### config.mk
export PLATFORM = sky130hd
export DESIGN_NAME = fe_rx_decoder
export DESIGN_NICKNAME = d
export VERILOG_FILES = /design/src/rtl/fe_rx_pkg.sv /design/src/rtl/fe_line_decode.sv /design/src/rtl/fe_descrambler.sv /design/src/rtl/fe_group_align.sv /design/src/rtl/fe_rx_decoder.sv
export SDC_FILE = /design/constraint.sdc
export NUM_CORES = 1
export LEC_CHECK = 0
export ABC_AREA = 1
export BUFFER_PORTS_ARGS = -buffer_cell sky130_fd_sc_hd__buf_2
export CAP_MARGIN = 20
export CORE_UTILIZATION = 56
export CTS_CLUSTER_DIAMETER = 120
export CTS_CLUSTER_SIZE = 16
export DETAILED_ROUTE_END_ITERATION = 12
export GPL_TIMING_DRIVEN = 0
export PLACE_DENSITY_LB_ADDON = 0.15
export SYNTH_ARGS = -nofsm -noshare
export SYNTH_HDL_FRONTEND = slang
export SYNTH_SLANG_ARGS = --single-unit
### constraint.sdc
create_clock -name clk -period 2.3 [get_ports clk]
set_clock_uncertainty 0.1 [all_clocks]
set_input_delay 0.23 -clock clk [delete_from_list [all_inputs] [get_ports clk]]
set_output_delay 0.23 -clock clk [all_outputs]
set_load 0.01 [all_outputs]
### src/rtl/fe_rx_pkg.sv
package fe_rx_pkg;

  localparam int GRP_W = 5;
  localparam int NIB_W = 4;

  localparam logic [GRP_W-1:0] CG_J = 5'b11000;
  localparam logic [GRP_W-1:0] CG_K = 5'b10001;
  localparam logic [GRP_W-1:0] CG_T = 5'b01101;

  typedef struct packed {
    logic             ok;
    logic [NIB_W-1:0] nib;
  } dec_t;

  typedef enum logic [1:0] {
    ST_HUNT,
    ST_DATA,
    ST_TAIL
  } frm_st_t;

  function automatic dec_t dec5(input logic [GRP_W-1:0] g);
    dec_t r;
    r = '{ok: 1'b1, nib: 4'h0};
    case (g)
      5'b11110: r.nib = 4'h0;
      5'b01001: r.nib = 4'h1;
      5'b10100: r.nib = 4'h2;
      5'b10101: r.nib = 4'h3;
      5'b01010: r.nib = 4'h4;
      5'b01011: r.nib = 4'h5;
      5'b01110: r.nib = 4'h6;
      5'b01111: r.nib = 4'h7;
      5'b10010: r.nib = 4'h8;
      5'b10011: r.nib = 4'h9;
      5'b10110: r.nib = 4'hA;
      5'b10111: r.nib = 4'hB;
      5'b11010: r.nib = 4'hC;
      5'b11011: r.nib = 4'hD;
      5'b11100: r.nib = 4'hE;
      5'b11101: r.nib = 4'hF;
      default:  r.ok  = 1'b0;
    endcase
    return r;
  endfunction

endpackage

### src/rtl/fe_line_decode.sv
module fe_line_decode (
  input  logic       clk,
  input  logic       rst_n,
  input  logic       sym_valid,
  input  logic [1:0] sym_level,
  output logic       bit_o,
  output logic       bvld_o
);

  logic [1:0] lvl_n, lvl_q, lvl_d;
  logic       nrzi_q, nrzi_d;
  logic       chg, nrz;
  logic       bit_q, bit_d;
  logic       vld_q;

  // 2'b10 is folded onto the zero level
  always_comb begin
    lvl_n  = (sym_level == 2'b10) ? 2'b00 : sym_level;
    chg    = (lvl_n != lvl_q);
    nrz    = chg ^ nrzi_q;
    lvl_d  = lvl_q;
    nrzi_d = nrzi_q;
    bit_d  = bit_q;
    if (sym_valid) begin
      lvl_d  = lvl_n;
      nrzi_d = chg;
      bit_d  = nrz;
    end
  end

  always_ff @(posedge clk or negedge rst_n) begin
    if (!rst_n) begin
      lvl_q  <= 2'b00;
      nrzi_q <= 1'b0;
      bit_q  <= 1'b0;
      vld_q  <= 1'b0;
    end else begin
      lvl_q  <= lvl_d;
      nrzi_q <= nrzi_d;
      bit_q  <= bit_d;
      vld_q  <= sym_valid;
    end
  end

  assign bit_o  = bit_q;
  assign bvld_o = vld_q;

  // a cycle without a strobe yields no bit and keeps the line state
  a_r11_no_strobe_no_bit: assert property (@(posedge clk) disable iff (!rst_n)
    !sym_valid |=> (!bvld_o && $stable(lvl_q) && $stable(nrzi_q)));

endmodule

### src/rtl/fe_descrambler.sv
module fe_descrambler #(
  parameter int LFSR_W    = 11,
  parameter int SCR_TAP   = 9,
  parameter int LOCK_RUN  = 60,
  parameter int LOSS_BITS = 250000,
  parameter int IDLE_RUN  = 20
) (
  input  logic clk,
  input  logic rst_n,
  input  logic bit_i,
  input  logic bvld_i,
  output logic plain_o,
  output logic pvld_o,
  output logic lock_o
);

  localparam int RUN_W  = $clog2(LOCK_RUN);
  localparam int TMO_W  = $clog2(LOSS_BITS);
  localparam int ONES_W = $clog2(IDLE_RUN + 1);

  logic [LFSR_W-1:0] lfsr_q, lfsr_d;
  logic              lock_q, lock_d;
  logic [RUN_W-1:0]  run_q, run_d;
  logic [TMO_W-1:0]  tmo_q, tmo_d;
  logic [ONES_W-1:0] ones_q, ones_d;
  logic              pbit_q, pbit_d;
  logic              pvld_q, pvld_d;
  logic              pred, obs, plain_c, idle_hit;

  always_comb begin
    lfsr_d   = lfsr_q;
    lock_d   = lock_q;
    run_d    = run_q;
    tmo_d    = tmo_q;
    ones_d   = ones_q;
    pbit_d   = pbit_q;
    pvld_d   = 1'b0;
    pred     = lfsr_q[LFSR_W-1] ^ lfsr_q[SCR_TAP-1];
    obs      = ~bit_i;
    plain_c  = bit_i ^ pred;
    idle_hit = plain_c && (ones_q >= ONES_W'(IDLE_RUN - 1));
    if (bvld_i) begin
      if (!lock_q) begin
        // training: idle is all ones, so the inverted bit is the keystream
        lfsr_d = {lfsr_q[LFSR_W-2:0], obs};
        tmo_d  = '0;
        ones_d = '0;
        if (obs == pred) begin
          if (run_q == RUN_W'(LOCK_RUN - 1)) begin
            lock_d = 1'b1;
            run_d  = '0;
          end else begin
            run_d = run_q + RUN_W'(1);
          end
        end else begin
          run_d = '0;
        end
      end else begin
        lfsr_d = {lfsr_q[LFSR_W-2:0], pred};
        pbit_d = plain_c;
        pvld_d = 1'b1;
        if (plain_c) begin
          if (ones_q != ONES_W'(IDLE_RUN)) ones_d = ones_q + ONES_W'(1);
        end else begin
          ones_d = '0;
        end
        if (idle_hit) begin
          tmo_d = '0;
        end else if (tmo_q == TMO_W'(LOSS_BITS - 1)) begin
          lock_d = 1'b0;
          tmo_d  = '0;
        end else begin
          tmo_d = tmo_q + TMO_W'(1);
        end
      end
    end
  end

  always_ff @(posedge clk or negedge rst_n) begin
    if (!rst_n) begin
      lfsr_q <= '0;
      lock_q <= 1'b0;
      run_q  <= '0;
      tmo_q  <= '0;
      ones_q <= '0;
      pbit_q <= 1'b0;
      pvld_q <= 1'b0;
    end else begin
      lfsr_q <= lfsr_d;
      lock_q <= lock_d;
      run_q  <= run_d;
      tmo_q  <= tmo_d;
      ones_q <= ones_d;
      pbit_q <= pbit_d;
      pvld_q <= pvld_d;
    end
  end

  assign plain_o = pbit_q;
  assign pvld_o  = pvld_q;
  assign lock_o  = lock_q;

  // lock only after a full run of correct predictions
  a_r4_lock_after_run: assert property (@(posedge clk) disable iff (!rst_n)
    $rose(lock_q) |-> ($past(run_q) == RUN_W'(LOCK_RUN - 1)));

  // no unscrambled bit leaves while unlocked
  a_r4_quiet_unlocked: assert property (@(posedge clk) disable iff (!rst_n)
    !lock_q |=> !pvld_q);

  // lock drops only when the idle timeout expires
  a_r5_drop_on_timeout: assert property (@(posedge clk) disable iff (!rst_n)
    $fell(lock_q) |-> ($past(tmo_q) == TMO_W'(LOSS_BITS - 1)));

endmodule

### src/rtl/fe_group_align.sv
module fe_group_align
  import fe_rx_pkg::*;
(
  input  logic             clk,
  input  logic             rst_n,
  input  logic             bit_i,
  input  logic             bvld_i,
  input  logic             lock_i,
  output logic             dv_o,
  output logic [NIB_W-1:0] rxd_o,
  output logic             er_o,
  output logic             stb_o
);

  localparam int WIN_W = 2 * GRP_W;
  localparam int CNT_W = $clog2(GRP_W);

  frm_st_t            st_q, st_d;
  logic [WIN_W-2:0]   win_q, win_d;
  logic [WIN_W-1:0]   win_nx;
  logic [CNT_W-1:0]   cnt_q, cnt_d;
  logic               dv_q, dv_d;
  logic               er_q, er_d;
  logic               stb_q, stb_d;
  logic [NIB_W-1:0]   rxd_q, rxd_d;
  dec_t               grp;

  always_comb begin
    st_d   = st_q;
    win_d  = win_q;
    cnt_d  = cnt_q;
    dv_d   = dv_q;
    er_d   = er_q;
    rxd_d  = rxd_q;
    stb_d  = 1'b0;
    win_nx = {win_q, bit_i};
    grp    = dec5(win_nx[GRP_W-1:0]);
    if (!lock_i) begin
      st_d  = ST_HUNT;
      win_d = '0;
      cnt_d = '0;
      dv_d  = 1'b0;
      er_d  = 1'b0;
    end else if (bvld_i) begin
      win_d = win_nx[WIN_W-2:0];
      case (st_q)
        ST_HUNT: begin
          if (win_nx == {CG_J, CG_K}) begin
            st_d  = ST_DATA;
            cnt_d = '0;
          end
        end
        ST_DATA, ST_TAIL: begin
          if (cnt_q == CNT_W'(GRP_W - 1)) begin
            cnt_d = '0;
            if (st_q == ST_TAIL) begin
              st_d = ST_HUNT;
            end else if (win_nx[GRP_W-1:0] == CG_T) begin
              st_d = ST_TAIL;
              dv_d = 1'b0;
              er_d = 1'b0;
            end else begin
              dv_d  = 1'b1;
              stb_d = 1'b1;
              er_d  = !grp.ok;
              rxd_d = grp.ok ? grp.nib : '0;
            end
          end else begin
            cnt_d = cnt_q + CNT_W'(1);
          end
        end
        default: st_d = ST_HUNT;
      endcase
    end
  end

  always_ff @(posedge clk or negedge rst_n) begin
    if (!rst_n) begin
      st_q  <= ST_HUNT;
      win_q <= '0;
      cnt_q <= '0;
      dv_q  <= 1'b0;
      er_q  <= 1'b0;
      rxd_q <= '0;
      stb_q <= 1'b0;
    end else begin
      st_q  <= st_d;
      win_q <= win_d;
      cnt_q <= cnt_d;
      dv_q  <= dv_d;
      er_q  <= er_d;
      rxd_q <= rxd_d;
      stb_q <= stb_d;
    end
  end

  assign dv_o  = dv_q;
  assign rxd_o = rxd_q;
  assign er_o  = er_q;
  assign stb_o = stb_q;

  // losing lock closes any frame on the next cycle
  a_r4_no_dv_unlocked: assert property (@(posedge clk) disable iff (!rst_n)
    !lock_i |=> !dv_q);

  // a nibble pulse always comes inside a frame
  a_r8_stb_in_frame: assert property (@(posedge clk) disable iff (!rst_n)
    stb_q |-> dv_q);

  // nibble value holds when no bit arrives
  a_r11_hold_nibble: assert property (@(posedge clk) disable iff (!rst_n)
    !bvld_i |=> ($stable(rxd_q) && !stb_q));

  // an error flag is only raised inside a frame
  a_r10_er_in_frame: assert property (@(posedge clk) disable iff (!rst_n)
    er_q |-> dv_q);

  // the end delimiter lowers rx_dv without a nibble
  a_r9_end_no_nibble: assert property (@(posedge clk) disable iff (!rst_n)
    $fell(dv_q) |-> !stb_q);

endmodule

### src/rtl/fe_rx_decoder.sv
module fe_rx_decoder #(
  parameter int LFSR_W    = 11,
  parameter int SCR_TAP   = 9,
  parameter int LOCK_RUN  = 60,
  parameter int LOSS_BITS = 250000,
  parameter int IDLE_RUN  = 20
) (
  input  logic       clk,
  input  logic       rst_n,
  input  logic       sym_valid,
  input  logic [1:0] sym_level,
  output logic       rx_dv,
  output logic [3:0] rxd,
  output logic       rx_er,
  output logic       rx_nib_valid
);

  logic [1:0] rs_q;
  logic       rst_n_s;
  logic       nrz_bit, nrz_vld;
  logic       pl_bit, pl_vld, locked;

  // asynchronous assert, synchronous release
  always_ff @(posedge clk or negedge rst_n) begin
    if (!rst_n) rs_q <= 2'b00;
    else        rs_q <= {rs_q[0], 1'b1};
  end
  assign rst_n_s = rs_q[1];

  fe_line_decode u_line (
    .clk       (clk),
    .rst_n     (rst_n_s),
    .sym_valid (sym_valid),
    .sym_level (sym_level),
    .bit_o     (nrz_bit),
    .bvld_o    (nrz_vld)
  );

  fe_descrambler #(
    .LFSR_W    (LFSR_W),
    .SCR_TAP   (SCR_TAP),
    .LOCK_RUN  (LOCK_RUN),
    .LOSS_BITS (LOSS_BITS),
    .IDLE_RUN  (IDLE_RUN)
  ) u_descr (
    .clk     (clk),
    .rst_n   (rst_n_s),
    .bit_i   (nrz_bit),
    .bvld_i  (nrz_vld),
    .plain_o (pl_bit),
    .pvld_o  (pl_vld),
    .lock_o  (locked)
  );

  fe_group_align u_align (
    .clk    (clk),
    .rst_n  (rst_n_s),
    .bit_i  (pl_bit),
    .bvld_i (pl_vld),
    .lock_i (locked),
    .dv_o   (rx_dv),
    .rxd_o  (rxd),
    .er_o   (rx_er),
    .stb_o  (rx_nib_valid)
  );

endmodule

==> key figures <==
Global route
  – First-pass GRT wire length: 12500 um
  – Busiest grt layer: met2
  – Vias in the first global route: 2747
  – Initial antenna violation count: 0
  – Global route overflow: 0
  – GR Util met2: 34.1%
  – GRT Resource Usage Total: 22.3%
  – GR Util met3: 5.34%
  – Largest net degree at the start of global routing: 70
  – Met1 usage: 31.0%

Pwr
  – Net Sw Power: 1.16 mW
  – Maximum vdd ir drop: 608 uV
  – Gate power share: 21.4%
  – Int Power: 2.33 mW
  – Flop pwr share: 46.6%
  – Cell area power density: 845 nW/um2
  – Sw Share: 33.2%
  – Clock power frac: 32.1%
  – P_leak: 1.95 nW

CTS
  – Clock slew at reported path FFs: 0.08 ns
  – H-tree depth: 3
  – CTS Buf Count: 9
  – Clock Latency Late Sink: 0.35 ns
  – CTS sink cnt: 71
  – CTS tree: built
  – Root Driver: clkbuf_8
  – Post-CTS Setup Bufs: 0
  – Clock Path Buffers: 2

Worst setup path
  – CP Max Fanout: 8
  – FF-to-FF path depth: 8
  – CP Launch Type: register
  – CP Capture Type: register
  – Crit. Startpoint: u_align.st_q[1]
  – Reg2reg start: u_align.st_q[1]
  – Crit path required time: 2.45 ns
  – Kind of critical path: register to register
  – Worst Path Arrival: 1.91 ns

Placement
  – GP Congestion: 0.879
  – Buffers added on ports: 11
  – DP Wirelength: 5090 um
  – Placed Cells: 552
  – Placed inst area: 3890 um2

STA
  – Slew @ Worst Pin: 0.880 ns
  – Crit share post-route: 76.7%
  – Final setup fails: 0
  – Setup_tns: 0 ns
  – Minimum clock period: 1.76 ns
  – Fmax: 0.567 GHz
  – Rel. slew slack: 41.3%
  – Final Hold Viols: 0
  – Fin. max-slew vios: 0
  – Unrepaired setup endpoints after global routing: false

Cells and area
  – Share of layout cells above drive strength 1: 11.2%
  – Area Overhead vs Synth: 10.6%
  – ANT cells: 0
  – Net count reported at finish: 503
  – Final cell count without fillers: 570
  – Fill cell count: 551
  – Post-route cell area: 4130 um2

Logic synthesis
  – Synth top area share: 47.6%
  – Yosys warning count: 0
  – Cell area after synthesis: 3730 um2
  – Synth cell types: 39
  – Synthesized area per cell: 8.05 um2
  – Post-Synthesis Cells: 464
  – Async SR Flop Fraction: 100%
  – Yosys reg bits: 71
  – Yosys top cell by area: dfrtp_1
  – Most common cell in the netlist: nand2_1
  – Area contributors post-synth: dfrtp_1, nand2_1, inv_1, o21ai_0, nand3_1
  – Ys flop type: dfrtp_1
  – Top post-synthesis cells by count: nand2_1, dfrtp_1, inv_1, o21ai_0, nand3_1
  – Post-synth EDFFs: 0
  – Sequential share of the synthesized area: 47.6%
  – Post-Syn Nets: 479

Outcome
  – Status: completed

Hold path
  – Hold path startpoint: sym_level[0]
  – Min-delay worst type: input pin to register
  – Hold depth: 3

Routing
  – Vias after detailed routing: 3052
  – WL final: 7220 um
  – # DRC: 0
  – First-pass DRT Iterations: 5
  – Antenna viol nets, final: 0
  – Routed len/inst: 12.7 um
  – Initial DRC count: 141
  – Vias/cell: 5.35

Die
  – Chip height: 83.7 um
  – Full die area: 7000 um2
  – Placeable Area: 6390 um2
  – I/O pins: 12
  – Core Rows: 29
  – Chip width: 83.7 um
  – Starting Density: 58.5%

Job
  – Max-cap violations: 0
sequential cells by signal, summed over array words and instances (netlist names), 2 cells and up:
| register | cells |
|---|---|
| u_align.st_q | 2 |
| u_align.rxd_o | 4 |
| u_line.lvl_q | 2 |
| u_align.cnt_q | 3 |
| rs_q | 2 |
| u_descr.lfsr_q | 11 |
| u_descr.ones_q | 5 |
| u_descr.tmo_q | 18 |
| u_align.win_q | 9 |
| u_descr.run_q | 6 |
metal layers:
metal | wire [um] | vias up
met4 | 103 | 0
met3 | 211 | 10
met2 | 3280 | 54
met5 | 0 | -
met1 | 3620 | 1435
li1 | - | 1553
critical path, cell delays in order (launching register included):
cell     delay (ns)
dfrtp_1        0.40
inv_1          0.09
ha_1           0.34
inv_1          0.10
nor3_4         0.22
nand3_4        0.14
inv_2          0.11
nand3_1        0.06
o21a_1         0.10
final cells by class:
cell class	count	area (um2)	share of cell area, %
sequential	71	1780	43.1
clock inverter	6	92.6	2.24
clock buffer	10	128	3.09
buffer	9	53.8	1.30
multi-input combinational	326	1690	40.8
tap	77	96.3	2.33
inverter	58	218	5.27
timing repair buffer	13	75.1	1.82
power by group through the flow:
| stage | logic (mW) | registers [mW] | clock network (mW) |
|---|---|---|---|
| after floorplan | 0.605 | 1.59 | 0 |
| after global placement | 0.712 | 1.64 | 0 |
| after detailed placement | 0.740 | 1.64 | 0 |
| after CTS | 0.744 | 1.62 | 1.14 |
| after global routing | 0.850 | 1.65 | 1.20 |
| final | 0.746 | 1.62 | 1.12 |
repair_timing:
item | 4_1_cts | 5_1_grt
hold buffers | 2 | 0
resized for setup | 0 | 0
setup endpoints to repair | 0 | 0
hold endpoints to repair | 3 | 0
final timing paths:
check                              endpoint  slack [ns]
setup / recovery           u_align.rxd_o[3]        0.54
hold / removal              u_line.lvl_q[0]        0.03
setup reg to reg           u_align.rxd_o[3]        0.54
hold reg to reg                     rs_q[1]        0.26
max in group asynchronous      u_align.er_o        1.17
min in group asynchronous           rs_q[1]        0.10
cell families (layout without fill, tap and decap cells):
| group | Yosys count | after routing | synth area share (%) |
|---|---|---|---|
| XOR/XNOR | 15 | 15 | 3.52 |
| AO/OA/AOI/OAI | 65 | 65 | 9.75 |
| buffers and inverters | 67 | 96 | 7.27 |
| AND/OR/NAND/NOR | 235 | 235 | 28.4 |
| adder cells (fa/ha/maj) | 10 | 10 | 3.35 |
| flip-flops | 71 | 71 | 47.6 |
| other | 1 | 1 | 0.100 |
stage by stage:
| step | utilization, % | hold slack (ns) | worst slack (ns) | total power, mW |
|---|---|---|---|---|
| final | 64.7 | 0.0289 | 0.536 | 3.49 |
| after global routing | 64.7 | 0.0140 | 0.418 | 3.70 |
| after CTS | 64.7 | 0.0101 | 0.531 | 3.51 |
| after detailed placement | 60.9 | -0.0844 | 0.546 | 2.38 |
| after global placement | 60.8 | -0.0858 | -0.691 | 2.35 |
| after floorplan | - | -0.166 | 0.0764 | 2.20 |
cells in the final DEF, fill, tap and decap left out, types with 3 or more instances in the layout:
| cell type | n |
|---|---|
| clkbuf_8 | 9 |
| nor2_1 | 31 |
| dfrtp_1 | 70 |
| nand4_1 | 15 |
| inv_1 | 53 |
| nand2_1 | 134 |
| o21ai_1 | 12 |
| xor2_1 | 10 |
| nor2_2 | 5 |
| xnor2_1 | 5 |
| nand3_1 | 32 |
| clkbuf_1 | 3 |
| a21oi_1 | 4 |
| ha_1 | 10 |
| o22ai_1 | 8 |
| o21ai_0 | 33 |
| inv_2 | 5 |
| buf_2 | 14 |
| nor3_1 | 5 |
Power figures use the tool's default switching activity.
